$ cat src/rtl/dispI2cPkg.sv
package dispI2cPkg;
  localparam logic [4:0] ADDR_HI = 5'b01100;
  localparam int BYTE_W = 8;

  typedef enum logic [2:0] {PH_IDLE, PH_ADDR, PH_CTRL, PH_CMD, PH_DATA} phase_e;

  typedef struct packed {
    logic shiftEn;
    logic newXfer;
    logic cmdStb;
    logic dataStb;
  } dpStrobe_t;
endpackage

$ cat src/rtl/i2cGlitchFilter.sv
module i2cGlitchFilter #(
  parameter int FILT_CYC = 7
) (
  input  logic clk,
  input  logic rstN,
  input  logic lineIn,
  output logic lineOut
);
  localparam int CW = $clog2(FILT_CYC + 1);
  logic [1:0] syncQ;
  logic [CW-1:0] cnt;

  // a new level is taken only after FILT_CYC consecutive samples differ
  always_ff @(posedge clk) begin
    if (!rstN) begin
      syncQ <= 2'b11;
      lineOut <= 1'b1;
      cnt <= '0;
    end else begin
      syncQ <= {syncQ[0], lineIn};
      if (syncQ[1] == lineOut) begin
        cnt <= '0;
      end else if (cnt == CW'(FILT_CYC - 1)) begin
        lineOut <= syncQ[1];
        cnt <= '0;
      end else begin
        cnt <= cnt + 1'b1;
      end
    end
  end
endmodule

$ cat src/rtl/dispI2cCtrl.sv
module dispI2cCtrl
  import dispI2cPkg::*;
(
  input  logic       clk,
  input  logic       rstN,
  input  logic       sclF,
  input  logic       sdaF,
  input  logic [1:0] addrSel,
  input  logic [7:0] rxByte,
  output dpStrobe_t  stb,
  output logic       ackPull
);
  phase_e phase;
  logic [2:0] bitCnt;
  logic [1:0] ackStage;
  logic coQ, sclPrev, sdaPrev;
  logic sclRise, sclFall, startDet, stopDet, bitTake, byteDone;

  assign sclRise  = sclF & ~sclPrev;
  assign sclFall  = ~sclF & sclPrev;
  assign startDet = sclF & sclPrev & sdaPrev & ~sdaF;
  assign stopDet  = sclF & sclPrev & ~sdaPrev & sdaF;
  assign bitTake  = sclRise && (phase != PH_IDLE) && (ackStage == 2'd0);
  assign byteDone = bitTake && (bitCnt == 3'd7);

  always_comb begin
    stb.shiftEn = bitTake;
    stb.newXfer = startDet;
    stb.cmdStb  = byteDone && (phase == PH_CMD);
    stb.dataStb = byteDone && (phase == PH_DATA);
  end

  always_ff @(posedge clk) begin
    if (!rstN) begin
      phase <= PH_IDLE;
      bitCnt <= '0;
      ackStage <= '0;
      ackPull <= 1'b0;
      coQ <= 1'b0;
      sclPrev <= 1'b1;
      sdaPrev <= 1'b1;
    end else begin
      sclPrev <= sclF;
      sdaPrev <= sdaF;
      if (startDet) begin
        phase <= PH_ADDR;
        bitCnt <= '0;
        ackStage <= '0;
        ackPull <= 1'b0;
      end else if (stopDet) begin
        phase <= PH_IDLE;
        ackStage <= '0;
        ackPull <= 1'b0;
      end else begin
        if (bitTake) begin
          bitCnt <= bitCnt + 1'b1;
          if (bitCnt == 3'd7) begin
            ackStage <= 2'd1;
            case (phase)
              PH_ADDR: begin
                if (rxByte == {ADDR_HI, addrSel, 1'b0}) begin
                  phase <= PH_CTRL;
                end else begin
                  phase <= PH_IDLE;
                  ackStage <= 2'd0;
                end
              end
              PH_CTRL: begin
                coQ <= rxByte[7];
                phase <= rxByte[6] ? PH_DATA : PH_CMD;
              end
              default: if (coQ) phase <= PH_CTRL;
            endcase
          end
        end
        if (sclFall && ackStage == 2'd1) begin
          ackPull <= 1'b1;
          ackStage <= 2'd2;
        end else if (sclFall && ackStage == 2'd2) begin
          ackPull <= 1'b0;
          ackStage <= 2'd0;
        end
      end
    end
  end
endmodule

$ cat src/rtl/dispI2cDatapath.sv
module dispI2cDatapath
  import dispI2cPkg::*;
#(
  parameter int NBYTES = 10,
  parameter int IDXW = 4,
  parameter int ROWW = 2
) (
  input  logic            clk,
  input  logic            rstN,
  input  logic            sdaF,
  input  dpStrobe_t       stb,
  output logic [7:0]      rxByte,
  output logic            wrEn,
  output logic [ROWW-1:0] wrRow,
  output logic [IDXW-1:0] wrIndex,
  output logic [7:0]      wrData,
  output logic            cmdValid,
  output logic [7:0]      cmdByte
);
  logic [7:0] shiftQ;
  logic [ROWW-1:0] rowQ;
  logic [IDXW-1:0] idxQ;

  assign rxByte = {shiftQ[6:0], sdaF};

  always_ff @(posedge clk) begin
    if (!rstN) begin
      shiftQ <= '0;
      rowQ <= '0;
      idxQ <= '0;
      wrEn <= 1'b0;
      wrRow <= '0;
      wrIndex <= '0;
      wrData <= '0;
      cmdValid <= 1'b0;
      cmdByte <= '0;
    end else begin
      wrEn <= 1'b0;
      cmdValid <= 1'b0;
      if (stb.shiftEn) shiftQ <= rxByte;
      if (stb.newXfer) idxQ <= '0;
      if (stb.cmdStb) begin
        cmdValid <= 1'b1;
        cmdByte <= rxByte;
        if (rxByte[7:6] == 2'b11) begin
          rowQ <= rxByte[ROWW-1:0];
          idxQ <= '0;
        end
      end
      if (stb.dataStb) begin
        wrEn <= 1'b1;
        wrRow <= rowQ;
        wrIndex <= idxQ;
        wrData <= rxByte;
        idxQ <= (idxQ == IDXW'(NBYTES - 1)) ? '0 : idxQ + 1'b1;
      end
    end
  end
endmodule

$ cat src/rtl/dispI2cSlave.sv
module dispI2cSlave
  import dispI2cPkg::*;
#(
  parameter int NSEG = 80,
  parameter int ROWS = 4,
  parameter int FILT_CYC = 7,
  localparam int NBYTES = NSEG / BYTE_W,
  localparam int IDXW = $clog2(NBYTES),
  localparam int ROWW = $clog2(ROWS)
) (
  input  logic            clk,
  input  logic            rstN,
  input  logic            sclIn,
  input  logic            sdaIn,
  input  logic [1:0]      addrSel,
  output logic            ackPullEn,
  output logic            wrEn,
  output logic [ROWW-1:0] wrRow,
  output logic [IDXW-1:0] wrIndex,
  output logic [7:0]      wrData,
  output logic            cmdValid,
  output logic [7:0]      cmdByte
);
  logic [1:0] rawLine, filtLine;
  logic sclF, sdaF;
  logic [7:0] rxByte;
  dpStrobe_t stb;

  assign rawLine = {sclIn, sdaIn};
  for (genvar g = 0; g < 2; g++) begin : g_filt
    i2cGlitchFilter #(.FILT_CYC(FILT_CYC)) u_filt (
      .clk(clk), .rstN(rstN), .lineIn(rawLine[g]), .lineOut(filtLine[g]));
  end
  assign sdaF = filtLine[0];
  assign sclF = filtLine[1];

  dispI2cCtrl u_ctrl (
    .clk(clk), .rstN(rstN), .sclF(sclF), .sdaF(sdaF), .addrSel(addrSel),
    .rxByte(rxByte), .stb(stb), .ackPull(ackPullEn));

  dispI2cDatapath #(.NBYTES(NBYTES), .IDXW(IDXW), .ROWW(ROWW)) u_dp (
    .clk(clk), .rstN(rstN), .sdaF(sdaF), .stb(stb), .rxByte(rxByte),
    .wrEn(wrEn), .wrRow(wrRow), .wrIndex(wrIndex), .wrData(wrData),
    .cmdValid(cmdValid), .cmdByte(cmdByte));
endmodule

$ cat config.mk
export PLATFORM = sky130hd
export DESIGN_NAME = dispI2cSlave
export DESIGN_NICKNAME = d
export VERILOG_FILES = /design/src/rtl/dispI2cPkg.sv /design/src/rtl/i2cGlitchFilter.sv /design/src/rtl/dispI2cCtrl.sv /design/src/rtl/dispI2cDatapath.sv /design/src/rtl/dispI2cSlave.sv
export SDC_FILE = /design/constraint.sdc
export NUM_CORES = 1
export LEC_CHECK = 0
export BUFFER_PORTS_ARGS = -buffer_cell sky130_fd_sc_hd__buf_4
export CORE_MARGIN = 3
export CORE_UTILIZATION = 29
export CTS_CLUSTER_DIAMETER = 120
export DETAILED_ROUTE_END_ITERATION = 6
export PLACE_DENSITY_LB_ADDON = 0.05
export SYNTH_ARGS = -nofsm -noshare
export SYNTH_HDL_FRONTEND = slang
export SYNTH_SLANG_ARGS = --single-unit
export TNS_END_PERCENT = 5
$ cat constraint.sdc
create_clock -name clk -period 1.7 [get_ports clk]
set_input_delay 0.17 -clock clk [delete_from_list [all_inputs] [get_ports clk]]
set_output_delay 0.17 -clock clk [all_outputs]
set_load 0.03 [all_outputs]
-- Word-level counts from Yosys, hierarchy flattened
Cells that the tools add are included.
- register bits: 61
- add/sub/neg operators: 4
- reductions and logical operators: 30
- eq/ne operators: 14
- bitwise gates (word level): 16
- muxes and demuxes: 23
- operators by type and width (operator ; number):
    4-bit 2-to-1 mux ; 5
    3-bit nonzero test ; 6
    3-bit equality test, second input constant ; 4
    2-bit 2-to-1 mux ; 6
    2-bit AND reduction ; 6
    3-bit by 1-bit adder with 3-bit output, second input constant ; 3
    1-bit 2-to-1 mux ; 9
    1-bit inverter ; 9
    3-bit OR reduction ; 3
    8-bit by 7-bit equality test with 1-bit output ; 1
    1-bit bitwise AND ; 7
    1-bit logical AND ; 7
    3-bit by 2-bit equality test with 1-bit output, second input constant ; 2
    3-bit 2-to-1 mux ; 2
    3-bit one-hot mux with 2 select lines ; 1
    3-bit AND reduction ; 2
    5-bit AND reduction ; 1
    5-bit nonzero test ; 1
    5-bit OR reduction ; 1
    4-bit by 1-bit adder with 4-bit output, second input constant ; 1
    2-bit equality test, second input constant ; 2
    4-bit equality test, second input constant ; 1
    3-bit by 1-bit equality test with 1-bit output, second input constant ; 1
    1-bit equality test ; 2
    other kinds (4) ; 4

-- Depth between registers and ports, before layout
- depth in word-level cells: 8
- mapped depth: 7
- depth with buffers taken out: 5

-- Modules after synthesis
Synthesis repeated with hierarchy kept, for this count alone.
- cell total of the unflattened synthesis: 255
- area, all modules: 2641.3 um2
- by module, submodules not included (module ; instances ; area an instance (um2) ; cells each ; seq. area each (um2)):
    dispI2cDatapath ; 1 ; 1468.9 ; 129 ; 740.7
    dispI2cCtrl ; 1 ; 699.4 ; 82 ; 240.2
    i2cGlitchFilter ; 2 ; 236.5 ; 22 ; 120.1

-- Worst setup path before layout
Ideal clock, no wire load.
- kind: reg2reg
- start: reg u_ctrl.bitCnt[0]
- end: reg u_dp.idxQ[0]
- path buffers: 2
- setup time: 121 ps
- stages on the path, launching flop included: 8
- arrival: 1372 ps
- clock period less this slack: 1493 ps
- setup slack: 207 ps
- cell sequence: dfxtp_1 > ha_1 > ha_1 > buf_2 > and2_1 > buf_2 > a21oi_1 > mux2_2
- word-level cells in the longest chain between the ends: 5
- elaborated cells on any way between the ends: 6
- classes of those cells: 1 x eq/ne; 2 x mux; 3 x reduce/logical
- ends and longest elaborated chain (element ; line ; text):
    from (decl) ; dispI2cCtrl.sv:14 ; logic [2:0] bitCnt;
    from (signal assigned) ; dispI2cCtrl.sv:56 ; bitCnt <= bitCnt + 1'b1;
    3-bit equality test * ; dispI2cCtrl.sv:24 ; assign byteDone = bitTake && (bitCnt == 3'd7);
    1-bit logical AND * ; dispI2cCtrl.sv:24 ;
    1-bit logical AND ; dispI2cCtrl.sv:29 ; stb.cmdStb = byteDone && (phase == PH_CMD);
    4-bit 2-to-1 mux ; dispI2cDatapath.sv:42 ; if (stb.cmdStb) begin
    4-bit 2-to-1 mux * ; dispI2cDatapath.sv:50 ; if (stb.dataStb) begin
    to (signal assigned) ; dispI2cDatapath.sv:55 ; idxQ <= (idxQ == IDXW'(NBYTES - 1)) ? '0 : idxQ + 1'b1;
    to (decl) ; dispI2cDatapath.sv:22 ; logic [IDXW-1:0] idxQ;
Every way passes the cells marked *; elsewhere a longest branch is shown, timed or not.
A chain may end at the register's enable or synchronous reset.

-- Worst setup path in the final report
Ends and elaborated chain as after synthesis.

==> metrics.txt <==
fin util=0.378; drt wl/cell=12.9 um; sequential area share after synthesis=0.477; CP Launch Type=register; commonest non-fill, non-tap cell in the layout=dfxtp_1; largest fanout on the critical path=6; CP Capture Type=register; DP HPWL=3820 um; Post-synth EDFFs=0; setup_tns=0 ps; via/cell ratio=4.60; Clk Latency, worst-skew pair=340 ps; most frequent cells in the layout=dfxtp_1 (61), buf_4 (42), nor2_1 (40); Final Critical Period=1520 ps; CTS Buf Count=9; I/O Buffers=30; synthesized instance count=276; critical path class=reg -> reg; DRT antenna net count=0; Remaining DRCs=0; full die area=0.00999 mm^2; Rows=33; PD cells=867 mW/mm^2; Slew headroom=0.751; number of distinct library cells after synthesis=40; vias in the first global route=1,864; Die Wd=99.9 um; CORE AREA=0.00838 mm^2; CTS tree=done; clock buffer depth=2; drt pass-1 iters=4; initial antenna violation count=0; final WL=5500 um; Synthesized Nets=288; dominant synthesized flop cell=dfxtp_1; flops & latches, synth=61; total grt overflow=0; Die Height=99.9 um; Tightest Pin Transition=373 ps; vias=1,960; Worst VDD drop=0.000454 V; final hold violations=0; layout cells sized above 1=0.209; async set-reset flop share out of synthesis=0; Period Utilization, post-route=0.893; Static Leak=0.00140 uW; first-pass GRT wire length=9280 um; Achievable Freq=659 MHz; Final nets=328; CTS H-tree depth=3; Clock Tree Root=clkbuf_8; Worst EP required=1930 ps; MaxCap Viol Count=0; fin. max-slew vios=0; synthesized cell area=0.00256 mm^2; synthesis-to-finish area growth=23.8%; largest net degree at the start of global routing=20; Top Ports=31; Avg Cell Area, Syn=9.27 um^2; DRT iter0 DRCs=90; Synth Warn #=0; hold crit path type=in -> reg; routability cong.=0.718; RSZ-0062 raised after global routing=false; setup violators final=0; Initial Util=0.305; CP arrival=1740 ps; status=finished clean; Ant. Diodes=0; clk_skew=12.5 ps; GRT Resource Usage Total=0.119; Clk pin slew, worst setup/hold paths=80 ps; clk sinks=61
-- where the power goes --
| group | internal, uW | switching, uW |
|---|---|---|
| combinational | 22.5 | 32.6 |
| clock | 674 | 580 |
| sequential | 1430 | 2.49 |
-- what timing repair did --
action,CTS,global route
setup endpoints to repair,0,9
gates resized for setup,0,1
hold endpoints to repair,2,0
buffers inserted,0,1
hold buffers,2,0
-- cells by family (layout without fill, tap and decap cells) --
| family | Yosys count | in the layout | synth area share |
|---|---|---|---|
| compound gates | 35 | 35 | 0.0782 |
| xor+xnor | 8 | 8 | 0.0274 |
| fa+ha+maj | 6 | 6 | 0.0293 |
| buf+inv | 23 | 68 | 0.0445 |
| flops | 61 | 61 | 0.477 |
| mux | 29 | 29 | 0.114 |
| simple gates | 114 | 114 | 0.229 |
-- worst max-delay path, stage by stage (launching register included) --
cell and delay [ps]:
dfxtp_1 360, ha_1 160, ha_2 260, and2_1 220, a21oi_1 130, mux2_2 270
-- synth_stat cells, drive strengths merged (2+ instances only) --
| library cell | number | area (um^2) |
|---|---|---|
| mux2 | 2 | 22.5 |
| nor2 | 40 | 150 |
| nor3b | 2 | 26.3 |
| xor2 | 3 | 26.3 |
| buf | 13 | 76.3 |
| ha | 6 | 75.1 |
| inv | 5 | 18.8 |
| o21ai | 7 | 35.0 |
| and2 | 2 | 12.5 |
| mux2i | 27 | 270 |
| dfxtp | 61 | 1220 |
| a21oi | 18 | 90.1 |
| nand3 | 22 | 123 |
| clkbuf | 4 | 15.0 |
| a31oi | 2 | 12.5 |
| xnor2 | 5 | 43.8 |
| nand2 | 26 | 100 |
| nand4 | 5 | 31.3 |
| o21a | 2 | 15.0 |
| nor4b | 2 | 38.8 |
| nand2b | 9 | 56.3 |
-- registers in the layout (all words and copies together), names as in the netlist, 4 cells and up --
signal,count
u_dp.wrData,8
g_filt.u_filt.cnt,6
u_dp.idxQ,4
u_dp.cmdByte,8
u_dp.shiftQ,7
u_dp.wrIndex,4
g_filt.u_filt.syncQ,4
-- path summary, 6_finish.rpt --
check                                               start                         to  slack, ps  cells past startpoint
worst min-delay path                                 rstN   g_filt[0].u_filt.lineOut        130                      2
worst min register to register  g_filt[0].u_filt.syncQ[0]  g_filt[0].u_filt.syncQ[1]        410                      1
worst max register to register           u_ctrl.bitCnt[0]               u_dp.idxQ[0]        180                      5
worst max-delay path                     u_ctrl.bitCnt[0]               u_dp.idxQ[0]        180                      5
-- stage by stage --
step           hold WS (ps)  cell area [um^2]  power (uW)  instances  setup slack [ps]
6_report                125              3170        2750        426               182
5_1_grt                 111              3170        2880        426              54.0
4_1_cts                 111              3150        2810        425              97.8
3_5_place_dp            358              2930        1520        407               115
3_3_place_gp            354              2930        1520        407               119
2_1_floorplan           271              2560        1500        276               207
-- final cells by class --
class	count	area, um^2
clock inverter	6	63.8
tap	105	131
timing repair buffer	46	375
fill	887	5210
sequential	61	1220
inverter	6	22.5
multi-input combinational	192	1230
clock buffer	10	128
-- routing by layer --
layer / part of all wire / global-route usage
met1: 0.49 / 0.156
met2: 0.45 / 0.176
met3: 0.048 / 0.0396
met4: 0.019 / 0.0567
met5: 0 / 0
Note: power is estimated with default switching activity, not from simulation.
